[config.mk]
export PLATFORM = sky130hd
export DESIGN_NAME = lhw_wrapper
export DESIGN_NICKNAME = d
export VERILOG_FILES = /design/src/rtl/lhw_pkg.sv /design/src/rtl/lhw_ctrl.sv /design/src/rtl/lhw_datapath.sv /design/src/rtl/lhw_wrapper.sv
export SDC_FILE = /design/constraint.sdc
export NUM_CORES = 1
export LEC_CHECK = 0
export ABC_CLOCK_PERIOD_IN_PS = 2400
export CAP_MARGIN = 10
export CORE_ASPECT_RATIO = 0.5
export CORE_MARGIN = 1
export CORE_UTILIZATION = 58
export DETAILED_ROUTE_END_ITERATION = 10
export PLACE_DENSITY = 0.78
export SYNTH_ARGS = -nofsm -noshare
export SYNTH_HDL_FRONTEND = slang
export SYNTH_SLANG_ARGS = --single-unit
[constraint.sdc]
create_clock -name clk -period 2.4 [get_ports clk]
set_input_delay 0.6 -clock clk [delete_from_list [all_inputs] [get_ports clk]]
set_output_delay 0.6 -clock clk [all_outputs]
set_load 0.02 [all_outputs]
[src/rtl/lhw_pkg.sv]
package lhw_pkg;
  typedef struct packed {
    logic accept;
    logic capture;
    logic deq;
  } lhwStrobes_t;
endpackage

[src/rtl/lhw_ctrl.sv]
module lhw_ctrl
  import lhw_pkg::*;
#(
  parameter int LATENCY = 3,
  parameter int DEPTH   = 5,
  localparam int CNT_W  = $clog2(DEPTH + 1)
) (
  input  logic             clk,
  input  logic             rst_n,
  input  logic             reqValid,
  input  logic             rspDeq,
  input  logic [CNT_W-1:0] fifoCnt,
  output logic             reqReady,
  output logic             rspValid,
  output lhwStrobes_t      strobes
);
  localparam logic [CNT_W-1:0] FULL = CNT_W'(DEPTH);

  logic [CNT_W-1:0]   credit;
  logic [LATENCY-1:0] vPipe;
  logic               accept;
  logic               deq;

  assign reqReady = credit < FULL;
  assign accept   = reqValid & reqReady;
  assign rspValid = (credit != '0) && (fifoCnt != '0);
  assign deq      = rspDeq & rspValid;

  assign strobes.accept  = accept;
  assign strobes.deq     = deq;
  assign strobes.capture = vPipe[LATENCY-1];

  always_ff @(posedge clk) begin
    if (!rst_n) begin
      credit <= '0;
    end else begin
      case ({accept, deq})
        2'b10:   credit <= credit + 1'b1;
        2'b01:   credit <= credit - 1'b1;
        default: credit <= credit;
      endcase
    end
  end

  always_ff @(posedge clk) begin
    if (!rst_n) begin
      vPipe <= '0;
    end else begin
      vPipe[0] <= accept;
      for (int i = 1; i < LATENCY; i++) vPipe[i] <= vPipe[i-1];
    end
  end

  p_credit_bound_r4: assert property (@(posedge clk) disable iff (!rst_n)
    credit <= FULL);
  p_hold_r6: assert property (@(posedge clk) disable iff (!rst_n)
    accept && deq |=> credit == $past(credit));
  p_capture_booked_r9: assert property (@(posedge clk) disable iff (!rst_n)
    strobes.capture |-> credit != '0);
  p_fifo_within_credit_r7: assert property (@(posedge clk) disable iff (!rst_n)
    fifoCnt <= credit);
endmodule

[src/rtl/lhw_datapath.sv]
module lhw_datapath
  import lhw_pkg::*;
#(
  parameter int ADDR_W  = 8,
  parameter int LATENCY = 3,
  parameter int DEPTH   = 5,
  localparam int DATA_W = 2 * ADDR_W,
  localparam int CNT_W  = $clog2(DEPTH + 1),
  localparam int PTR_W  = (DEPTH > 1) ? $clog2(DEPTH) : 1
) (
  input  logic              clk,
  input  logic              rst_n,
  input  logic [ADDR_W-1:0] reqAddr,
  input  lhwStrobes_t       strobes,
  output logic [DATA_W-1:0] rspData,
  output logic [CNT_W-1:0]  fifoCnt
);
  localparam logic [PTR_W-1:0] LAST = PTR_W'(DEPTH - 1);

  logic [DATA_W-1:0] memPipe [LATENCY];
  logic [DATA_W-1:0] slots   [DEPTH];
  logic [PTR_W-1:0]  wrPtr, rdPtr;

  function automatic logic [DATA_W-1:0] readWord(input logic [ADDR_W-1:0] a);
    return {~a, a};
  endfunction

  function automatic logic [PTR_W-1:0] bump(input logic [PTR_W-1:0] p);
    return (p == LAST) ? '0 : p + 1'b1;
  endfunction

  // latency-N memory model: one stage per cycle of read latency
  always_ff @(posedge clk) begin
    if (strobes.accept) memPipe[0] <= readWord(reqAddr);
    for (int i = 1; i < LATENCY; i++) memPipe[i] <= memPipe[i-1];
  end

  always_ff @(posedge clk) begin
    if (strobes.capture) slots[wrPtr] <= memPipe[LATENCY-1];
  end

  always_ff @(posedge clk) begin
    if (!rst_n) begin
      wrPtr   <= '0;
      rdPtr   <= '0;
      fifoCnt <= '0;
    end else begin
      if (strobes.capture) wrPtr <= bump(wrPtr);
      if (strobes.deq)     rdPtr <= bump(rdPtr);
      case ({strobes.capture, strobes.deq})
        2'b10:   fifoCnt <= fifoCnt + 1'b1;
        2'b01:   fifoCnt <= fifoCnt - 1'b1;
        default: fifoCnt <= fifoCnt;
      endcase
    end
  end

  assign rspData = slots[rdPtr];

  p_no_overflow_r7: assert property (@(posedge clk) disable iff (!rst_n)
    strobes.capture |-> fifoCnt < CNT_W'(DEPTH));
  p_no_underflow_r8: assert property (@(posedge clk) disable iff (!rst_n)
    strobes.deq |-> fifoCnt != '0);
endmodule

[src/rtl/lhw_wrapper.sv]
module lhw_wrapper
  import lhw_pkg::*;
#(
  parameter int ADDR_W  = 8,
  parameter int LATENCY = 3,
  parameter int DEPTH   = 5
) (
  input  logic                  clk,
  input  logic                  rst_n,
  input  logic                  reqValid,
  input  logic [ADDR_W-1:0]     reqAddr,
  output logic                  reqReady,
  output logic                  rspValid,
  output logic [2*ADDR_W-1:0]   rspData,
  input  logic                  rspDeq
);
  localparam int CNT_W = $clog2(DEPTH + 1);

  lhwStrobes_t      strobes;
  logic [CNT_W-1:0] fifoCnt;

  lhw_ctrl #(.LATENCY(LATENCY), .DEPTH(DEPTH)) u_ctrl (
    .clk(clk), .rst_n(rst_n), .reqValid(reqValid), .rspDeq(rspDeq),
    .fifoCnt(fifoCnt), .reqReady(reqReady), .rspValid(rspValid),
    .strobes(strobes)
  );

  lhw_datapath #(.ADDR_W(ADDR_W), .LATENCY(LATENCY), .DEPTH(DEPTH)) u_dp (
    .clk(clk), .rst_n(rst_n), .reqAddr(reqAddr), .strobes(strobes),
    .rspData(rspData), .fifoCnt(fifoCnt)
  );
endmodule

-- Yosys cells after proc, flatten, opt, wreduce, memory -nomap -nowiden
Memories as Yosys holds them, arrays and structs flattened. A register that Yosys moved wholly into a read port is not among the register bits.
Index checks and enable logic that the tools add are counted.
- flip-flop bits (word level): 15
- bits in writable memories: 128
- bits of input ports: 12
- output and inout port bits: 18
- memories: 2
- add/subtract/negate cells: 6
- order comparisons: 1
- equal/unequal tests: 6
- muxes and demuxes: 10
- bitwise gates (word level): 3
- reduce and logical (&&, ||, !) cells: 5
- memory list (name ; words ; width ; rd ports ; clocked after memory_dff ; write ports ; line ; source):
    u_dp.slots ; 5 ; 16 ; 1 ; 1 ; 1 ; lhw_datapath.sv:21 ; logic [DATA_W-1:0] slots [DEPTH];
    u_dp.memPipe ; 3 ; 16 ; 3 ; 0 ; 3 ; lhw_datapath.sv:20 ; logic [DATA_W-1:0] memPipe [LATENCY];
- operators with widths (kind ; number):
    $add A3 B1 Y3 const B ; 4
    $mux W3 ; 4
    $pmux W3 S2 ; 2
    $not A8 Y8 ; 1
    $eq A3 B3 Y1 const B ; 2
    $reduce_bool A3 Y1 ; 2
    $sub A3 B1 Y3 const B ; 2
    $eq A2 B1 Y1 const B ; 2
    $eq A2 B2 Y1 const B ; 2
    $mux W1 ; 4
    $reduce_bool A2 Y1 ; 2
    $lt A3 B3 Y1 const B ; 1
    $and A1 B1 Y1 ; 2
    $logic_and A1 B1 Y1 ; 1

-- Depth between registers and ports, before layout
Gate-level depths: netlist (run 1).
- word-level depth: 5
- gate-level depth with buffers: 9
- depth with buffers taken out: 9

-- By module
Synthesis (run 1) repeated with hierarchy kept, for this count alone.
- cell total of the unflattened synthesis: 318
- area, all modules: 5206.2 sq um
- by module, submodules not included (module ; instances ; cells an instance ; area an instance (sq um) ; sequential area each (sq um)):
    lhw_datapath ; 1 ; 285 ; 4911.0 ; 3763.6
    lhw_ctrl ; 1 ; 33 ; 295.3 ; 120.1

-- Worst setup path after synthesis (run 1)
Ideal clock, no wire load.
- kind: register -> register
- start: reg u_ctrl.vPipe[2]
- end: mem u_dp.slots[4][0] (netlist name), enable pin
- library setup time: 0.413 ns
- arrival: 1.770 ns
- slack: 0.218 ns
- cell stages (with the launch flop): 3
- buffers on the path: 0
- clock period less this slack: 2.182 ns
- cells stage by stage: dfxtp_1 nand2b_1 nor3b_1
- longest elaborated chain between the ends: 2
- RTL lines (what ; line ; source):
    from (decl) ; lhw_ctrl.sv:20 ; logic [LATENCY-1:0] vPipe;
    from (signal assigned) ; lhw_ctrl.sv:47 ; vPipe <= '0;
    $mux W1 ; lhw_datapath.sv:39 ; if (strobes.capture) slots[wrPtr] <= memPipe[LATENCY-1];
    $mux W1 (not written as such) ; lhw_datapath.sv:39 ;
    to (decl) ; lhw_datapath.sv:21 ;
Every way passes these cells.

==> results of run 1 <==
-- sequential cells by signal, indices dropped and copies added (netlist names), named ones only --
name	flops
u_dp.slots	80
u_ctrl.credit	3
u_dp.memPipe	48
u_ctrl.vPipe	3
u_dp.wrPtr	3
u_dp.rdPtr	3
u_dp.fifoCnt	3
-- cell families after synthesis --
| group | Yosys count |
|---|---|
| xor+xnor | 4 |
| mux | 35 |
| simple gates | 36 |
| buf+inv | 29 |
| compound gates | 13 |
| fa+ha+maj | 8 |
| flops | 146 |
-- layout by cell type, fill, tap and decap left out, types with 3 or more instances in the layout --
master	count
clkdlybuf4s50_1	13
edfxtp_1	96
nor2_1	11
mux2_4	16
nand2_1	5
buf_12	4
xor2_1	4
buf_4	11
clkinv_1	4
clkbuf_16	17
dfxtp_1	49
mux2i_1	3
nand3_1	3
clkinv_2	3
inv_1	21
or3_1	4
o21ai_0	5
a21oi_1	5
clkbuf_1	5
nor3_1	3
clkbuf_8	3
mux4_2	16
ha_1	6
buf_6	16
-- worst paths after layout --
check	from	end	slack, ns	cells past startpoint
max	flip-flop	rspData[3]	-0.07	4
min	u_dp.memPipe[0][25]	u_dp.memPipe[0][41]	0.32	0
max reg2reg	u_dp.fifoCnt[0]	u_dp.fifoCnt[2]	0.33	9
min reg2reg	u_dp.memPipe[0][25]	u_dp.memPipe[0][41]	0.32	0
-- worst reg2reg max path, cell delays in order, from the launching register on --
cell	delay (ns)
dfxtp_1	0.40
or3_1	0.15
nand3_1	0.10
inv_1	0.10
ha_1	0.17
inv_1	0.05
fa_1	0.39
xor2_1	0.17
or3_1	0.30
a21oi_1	0.16
-- what timing repair did --
item                                    in CTS  in global routing
gates resized for setup                    111                 10
endpoints found under the setup margin      16                 16
buffers inserted                             1                  0
cloned                                       1                  0
-- layout make-up --
class,count,area (sq um),area share [%]
Clock buffer,25,485,7.90
Clock inverter,7,33.8,0.550
Inverter,22,82.6,1.34
Multi-Input combinational cell,96,1040,17.0
Sequential cell,146,3890,63.2
Tap cell,112,140,2.28
Timing Repair Buffer,44,473,7.69
-- power by group --
group,total [uW],internal [uW],switching (uW)
registers,2780,2740,39.9
logic,159,82.4,76.7
clock network,2310,1390,924
total,5250,4210,1040
-- layer usage --
metal / up-vias / global-route usage (%) / wire (um)
li1: 1120 / - / -
met1: 1210 / 27.0 / 3830
met2: 66 / 36.5 / 4400
met3: 9 / 8.71 / 427
met4: 0 / 8.38 / 91
met5: - / 0 / 0
-- per-stage QoR --
step | setup WS [ns] | power [uW]
floorplan | 0.218 | 2900
detailed placement | -0.207 | 2980
CTS | -0.157 | 5290
global placement | -0.104 | 2960
finish | -0.0665 | 5250
global route | -0.134 | 5430
==> metrics.log, run 1 <==
INFO  metric run_status = complete, but fails checks
INFO  metric violations_in_the_final_reports = negative setup slack
INFO  metric synthesis.nets = 291
INFO  metric cts_hold_bufs = 0
INFO  metric core_area = 8170 sq um
INFO  metric timing.max_slew.rel_slack = 78.9%
INFO  metric port-buffer-count = 29
INFO  metric synth_edf_count = 96
INFO  metric critical_path.n_buffers_inverters = 2
INFO  metric startpoint_type = flip-flop
INFO  metric final_cell_area = 6150 sq um
INFO  metric design.final.nets = 347
INFO  metric fmaxAchievable = 0.405 GHz
INFO  metric remaining_drc_errors = 0
INFO  metric path_class = flip-flop to output port
INFO  metric synthesis.instances = 271
INFO  metric cts_made_buffers = 17
INFO  metric yosys.area_share.xor_xnor = 0.699%
INFO  metric finClkSkew = 0.00545 ns
INFO  metric synth_top_area_share = 57.5%
INFO  metric grt_usage = 22.1%
INFO  metric synth-compound-area-share = 1.42%
INFO  metric drtIter0Drc = 282
INFO  metric setup_viol = 16
INFO  metric yosys-mux-area-fraction = 11.8%
INFO  metric post-route-util = 75.2%
INFO  metric clk_pin_slew = 0.05 ns
INFO  metric worstSetupEndpointType = output port
INFO  metric crit_fanout = 8
INFO  metric synth-seq-cells = 146
INFO  metric async_flop_share = 0%
INFO  metric worstHoldPathType = flip-flop to flip-flop
INFO  metric postRouteWirelength = 8750 um
INFO  metric initial_core_util = 61.3%
INFO  metric worst_hold_slack = 0.325 ns
INFO  metric synth_seq_area_share = 77.5%
INFO  metric vias = 2405
INFO  metric timing.final.max_slew_violations = 0
INFO  metric dominant_combinational_cell_family_by_area_after_synthesis = multiplexers
INFO  metric drive_above_1_share = 26.8%
INFO  metric cts_sinks = 146
INFO  metric ys_top_cells_by_area = edfxtp_1, dfxtp_1, mux4_2
INFO  metric clockBufferDepth = 2
INFO  metric cts-root-buf = clkbuf_16
INFO  metric global_route_wire_length_before_repair = 13500 um
INFO  metric detail_route.vias_per_cell = 5.32
INFO  metric critical_path_required = 1.80 ns
INFO  metric grt_max_degree = 17
INFO  metric synthFlopType = edfxtp_1
INFO  metric post_synth_fa_ha_maj_area_fraction = 2.30%
INFO  metric final.period_utilization = 103%
INFO  metric filler_cell_count = 470
INFO  metric yosysMostFrequentCell = edfxtp_1
INFO  metric antenna_left = 0
INFO  metric crit_path_max_incr_delay = 0.51 ns
INFO  metric area_growth_syn_to_layout = 22.7%
INFO  metric slowest_stage = mux4_2
INFO  metric synth_commonest_cells = edfxtp_1, dfxtp_1, inv_1
INFO  metric max-vdd-ir-drop = 604 uV
INFO  metric numPlacedInstances = 419
INFO  metric endpoints_failing_hold = 0
INFO  metric cts_tree = done
INFO  metric setup-tns-final = -0.726 ns
INFO  metric vias_in_the_first_global_route = 2494
INFO  metric power.static_leakage = 0.00223 uW
INFO  metric htree_num_levels = 4
INFO  metric fp-row-count = 23
INFO  metric antennaDiodeCount = 0
INFO  metric length_of_the_first_detailed_routing_pass_in_iterations = 4
INFO  metric synthDominantAreaCellType = edfxtp_1
INFO  metric cp_data_arrival_time = 1.87 ns
INFO  metric chipWidth = 133 um
INFO  metric synth.yosys.warnings = 0
INFO  metric yosys.cell_types.count = 33
INFO  metric hpwlAfterDp = 4850 um
INFO  metric grt_overflow_total = 0
INFO  metric place_area = 5550 sq um
INFO  metric final_period_minus_worst_setup_slack = 2.47 ns
INFO  metric finalWeightedCongestion = 0.697
INFO  metric route.detailed.wl_per_inst = 19.4 um
INFO  metric floorplan.io_pins = 30
INFO  metric cellPowerDensity = 854 nW/um^2
INFO  metric synthSimpleGateAreaFrac = 3.55%
INFO  metric antenna_found_initial = 0
INFO  metric clock_latency_on_the_worst_skew_pair = 0.41 ns
INFO  metric setup_ws = -0.0665 ns
INFO  metric crit_path_cell_trace = buf_12 > mux4_2 > mux2_4 > buf_6
INFO  metric die_height = 67.7 um
INFO  metric cap_viol_max_count = 0
INFO  metric avgSynthCellArea = 18.5 sq um
INFO  metric number_of_non_filler_instances_in_the_completed_layout = 452
INFO  metric syn_area = 5010 sq um
INFO  metric worst-slew-pin-transition = 0.316 ns
INFO  metric rsz0062_at_grt = yes
INFO  metric cp_top_family = multiplexers
INFO  metric die-area = 9040 sq um
Note: power is estimated with default switching activity, not from simulation.
==> inputs of run 2 (changes only) <==
SYNTH_HIERARCHICAL = 1   (was not set)
==> run 2 against run 1 <==
The flow now finishes without violations. Count of clock-buffer cells in the layout grew 3. Via count is 12% higher. Sequential share of layout area down 0.94 points. Clock skew decreased by 0.0014 ns. Synthesized cell count up 17%. Cell count increased by 10%. Maximum frequency up 5.9%. Register-to-register slack lost 0.08 ns. Critical path type unchanged. Largest power group unchanged.
==> metrics.log, run 2 <==
INFO  metric power.static_leakage = 0.00224 uW (was 0.00223 uW)
INFO  metric length_of_the_first_detailed_routing_pass_in_iterations = 4 (unchanged)
INFO  metric grt_usage = 21.9% (was 22.1%)
INFO  metric final_cell_area = 6240 sq um (was 6150 sq um)
INFO  metric cap_viol_max_count = 0 (unchanged)
INFO  metric core_area = 8350 sq um (was 8170 sq um)
INFO  metric finClkSkew = 0.00404 ns (was 0.00545 ns)
INFO  metric synth_top_area_share = 55.4% (was 57.5%)
INFO  metric drtIter0Drc = 156 (was 282)
INFO  metric port-buffer-count = 29 (unchanged)
INFO  metric synthesis.instances = 318 (was 271)
INFO  metric topRoutingLayerUsed = met4 (unchanged)
INFO  metric worst-slew-pin-transition = 0.411 ns (was 0.316 ns)
INFO  metric max-vdd-ir-drop = 533 uV (was 604 uV)
INFO  metric hpwlAfterDp = 5280 um (was 4850 um)
INFO  metric intPower = 4290 uW (was 4210 uW)
INFO  metric cts_sinks = 146 (unchanged)
INFO  metric run_status = finished, final reports clean (was complete, but fails checks)
INFO  metric route.detailed.wl_per_inst = 18.4 um (was 19.4 um)
INFO  metric synth_commonest_cells = edfxtp_1, dfxtp_1, inv_1 (unchanged)
INFO  metric startpoint_type = flip-flop (unchanged)
INFO  metric syn_area = 5210 sq um (was 5010 sq um)
INFO  metric design.final.nets = 393 (was 347)
INFO  metric timing.final.max_slew_violations = 0 (unchanged)
INFO  metric clk_pin_slew = 0.05 ns (about the same)
INFO  metric synth_edf_count = 96 (unchanged)
INFO  metric synth.yosys.warnings = 6 (was 0)
INFO  metric postRouteWirelength = 9180 um (was 8750 um)
INFO  metric wl_met2 = 4550 um (was 4400 um)
INFO  metric cts_tree = done (unchanged)
INFO  metric antenna_left = 0 (unchanged)
INFO  metric vias_in_the_first_global_route = 2684 (was 2494)
INFO  metric avgSynthCellArea = 16.4 sq um (was 18.5 sq um)
INFO  metric initial_core_util = 62.4% (was 61.3%)
INFO  metric seq_power_share = 52.5% (was 53.0%)
INFO  metric synth-seq-cells = 146 (unchanged)
INFO  metric yosysMostFrequentCell = edfxtp_1 (unchanged)
INFO  metric detail_route.vias_per_cell = 5.39 (was 5.32)
INFO  metric grt_max_degree = 32 (was 17)
INFO  metric switching_share = 18.9% (was 19.8%)
INFO  metric chipWidth = 136 um (was 133 um)
INFO  metric setup_viol = 0 (was 16)
INFO  metric global_route_wire_length_before_repair = 14000 um (was 13500 um)
INFO  metric clockPowerShare = 45.2% (was 44.0%)
INFO  metric regMostFlops = u_dp/slots (was u_dp.slots)
INFO  metric place_area = 5690 sq um (was 5550 sq um)
INFO  metric die_height = 69.0 um (was 67.7 um)
INFO  metric layout_common_cells = edfxtp_1, dfxtp_1, inv_1 (unchanged)
INFO  metric worstSetupEndpointType = output port (unchanged)
INFO  metric synthDominantAreaCellType = edfxtp_1 (unchanged)
INFO  metric area_growth_syn_to_layout = 19.8% (was 22.7%)
INFO  metric antennaDiodeCount = 0 (unchanged)
INFO  metric most_frequent_standard_cell_in_the_layout_excluding_fill_and_tap_cells = edfxtp_1 (unchanged)
INFO  metric cp_data_arrival_time = 1.73 ns (was 1.87 ns)
INFO  metric fp-row-count = 23 (unchanged)
INFO  metric synth_seq_area_share = 74.6% (was 77.5%)
INFO  metric ys_top_cells_by_area = edfxtp_1, dfxtp_1, mux2i_1 (was edfxtp_1, dfxtp_1, mux4_2)
INFO  metric timing.max_slew.rel_slack = 72.5% (was 78.9%)
INFO  metric die-area = 9380 sq um (was 9040 sq um)
INFO  metric fmaxAchievable = 0.429 GHz (was 0.405 GHz)
INFO  metric comb_power_share = 2.4% (was 3.0%)
INFO  metric vias = 2682 (was 2405)
INFO  metric p_total = 5290 uW (was 5250 uW)
INFO  metric grt_overflow_total = 0 (unchanged)
INFO  metric synthFlopType = edfxtp_1 (unchanged)
INFO  metric crit_fanout = 9 (was 8)
INFO  metric cts_made_buffers = 17 (unchanged)
INFO  metric switchingPower = 1000 uW (was 1040 uW)
INFO  metric wl_met1 = 3850 um (was 3830 um)
INFO  metric worstHoldPathType = flip-flop to flip-flop (unchanged)
INFO  metric route.met3.wl = 654 um (was 427 um)
INFO  metric registers_with_the_highest_flip_flop_counts = u_dp/slots x80, u_dp/memPipe x48 (was u_dp.slots x80, u_dp.memPipe x48)
INFO  metric cts-root-buf = clkbuf_16 (unchanged)
INFO  metric cellPowerDensity = 848 nW/um^2 (was 854 nW/um^2)
INFO  metric htree_num_levels = 4 (unchanged)
INFO  metric final_period_minus_worst_setup_slack = 2.33 ns (was 2.47 ns)
INFO  metric clockBufferDepth = 2 (unchanged)
INFO  metric drive_above_1_share = 22.5% (was 26.8%)
INFO  metric remaining_drc_errors = 0 (unchanged)
INFO  metric final.period_utilization = 97.1% (was 103%)
INFO  metric filler_cell_count = 480 (was 470)
INFO  metric finalWeightedCongestion = 0.726 (was 0.697)
INFO  metric critical_path_required = 1.80 ns (about the same)
INFO  metric async_flop_share = 0% (unchanged)
INFO  metric endpoints_failing_hold = 0 (unchanged)
INFO  metric synthesis.nets = 338 (was 291)
INFO  metric antenna_found_initial = 0 (unchanged)
INFO  metric clock_latency_on_the_worst_skew_pair = 0.40 ns (was 0.41 ns)
INFO  metric largest_register_ff_count = 80 (unchanged)
INFO  metric floorplan.io_pins = 30 (unchanged)
INFO  metric yosys.cell_types.count = 36 (was 33)
INFO  metric path_class = flip-flop to output port (unchanged)
## run 2: cell type report
type	count	area, sq um	area share [%]
flip-flops and latches	146	3880	62.3
well taps	112	140	2.25
inverters	33	124	1.99
repair buffers	49	419	6.72
clock buffers	28	528	8.47
multi-input cells	126	1120	17.9
clock inverters	4	21.3	0.341
## run 2: kinds of logic after synthesis
kind of cell / after synthesis / synth area share (%)
mux: 19 / 3.65
fa+ha+maj: 8 / 2.21
compound gates: 45 / 8.82
simple gates: 50 / 5.65
buf+inv: 46 / 4.40
flops: 146 / 74.6
xor+xnor: 4 / 0.673
## run 2: worst max-delay path, stage by stage (launching register included)
cell and delay, ns:
dfxtp_1 0.37, buf_4 0.14, nand2b_4 0.10, buf_12 0.17, a211oi_2 0.21, a221oi_2 0.05, clkdlybuf4s15_2 0.27
## run 2: final timing paths
check / start / to / slack [ns] / cells after the start
max reg2reg: u_dp/fifoCnt[1] / u_dp/fifoCnt[2] / 0.25 / 8
max: flip-flop / rspData[12] / 0.07 / 6
min: u_dp/memPipe[0][17] / u_dp/memPipe[0][33] / 0.32 / 0
min reg2reg: u_dp/memPipe[0][17] / u_dp/memPipe[0][33] / 0.32 / 0
## run 2: metal layers
metal | vias up | GRT usage, %
met5 | - | 0
met4 | 0 | 13.2
met3 | 10 | 7.16
met2 | 85 | 35.2
met1 | 1323 | 26.4
li1 | 1264 | -
## run 2: timing repair
item                                    CTS  global route
gates resized for setup                  34            20
pin swaps                                 1             0
hold buffers                              0             0
endpoints found under the hold margin     0             0
buffers inserted                          3             3
endpoints found under the setup margin   16            14
## run 2: power groups by stage
stage | combinational (uW) | sequential (uW) | clock (uW)
finish | 125 | 2780 | 2390
global route | 138 | 2780 | 2540
CTS | 129 | 2780 | 2420
detailed placement | 131 | 2830 | 0
global placement | 125 | 2820 | 0
floorplan | 76.2 | 2810 | 0
## run 2: stage by stage
stage	worst slack [ns]	TNS, ns	utilization, %	instances	hold WS [ns]
global route	-0.00128	-0.00216	74.7	498	0.328
CTS	0.000879	0	75.1	495	0.325
finish	0.0699	0	74.7	498	0.324
global placement	-0.145	-1.37	68.2	460	0.310
detailed placement	-0.152	-1.59	68.2	460	0.312
floorplan	0.210	0	-	318	0.310
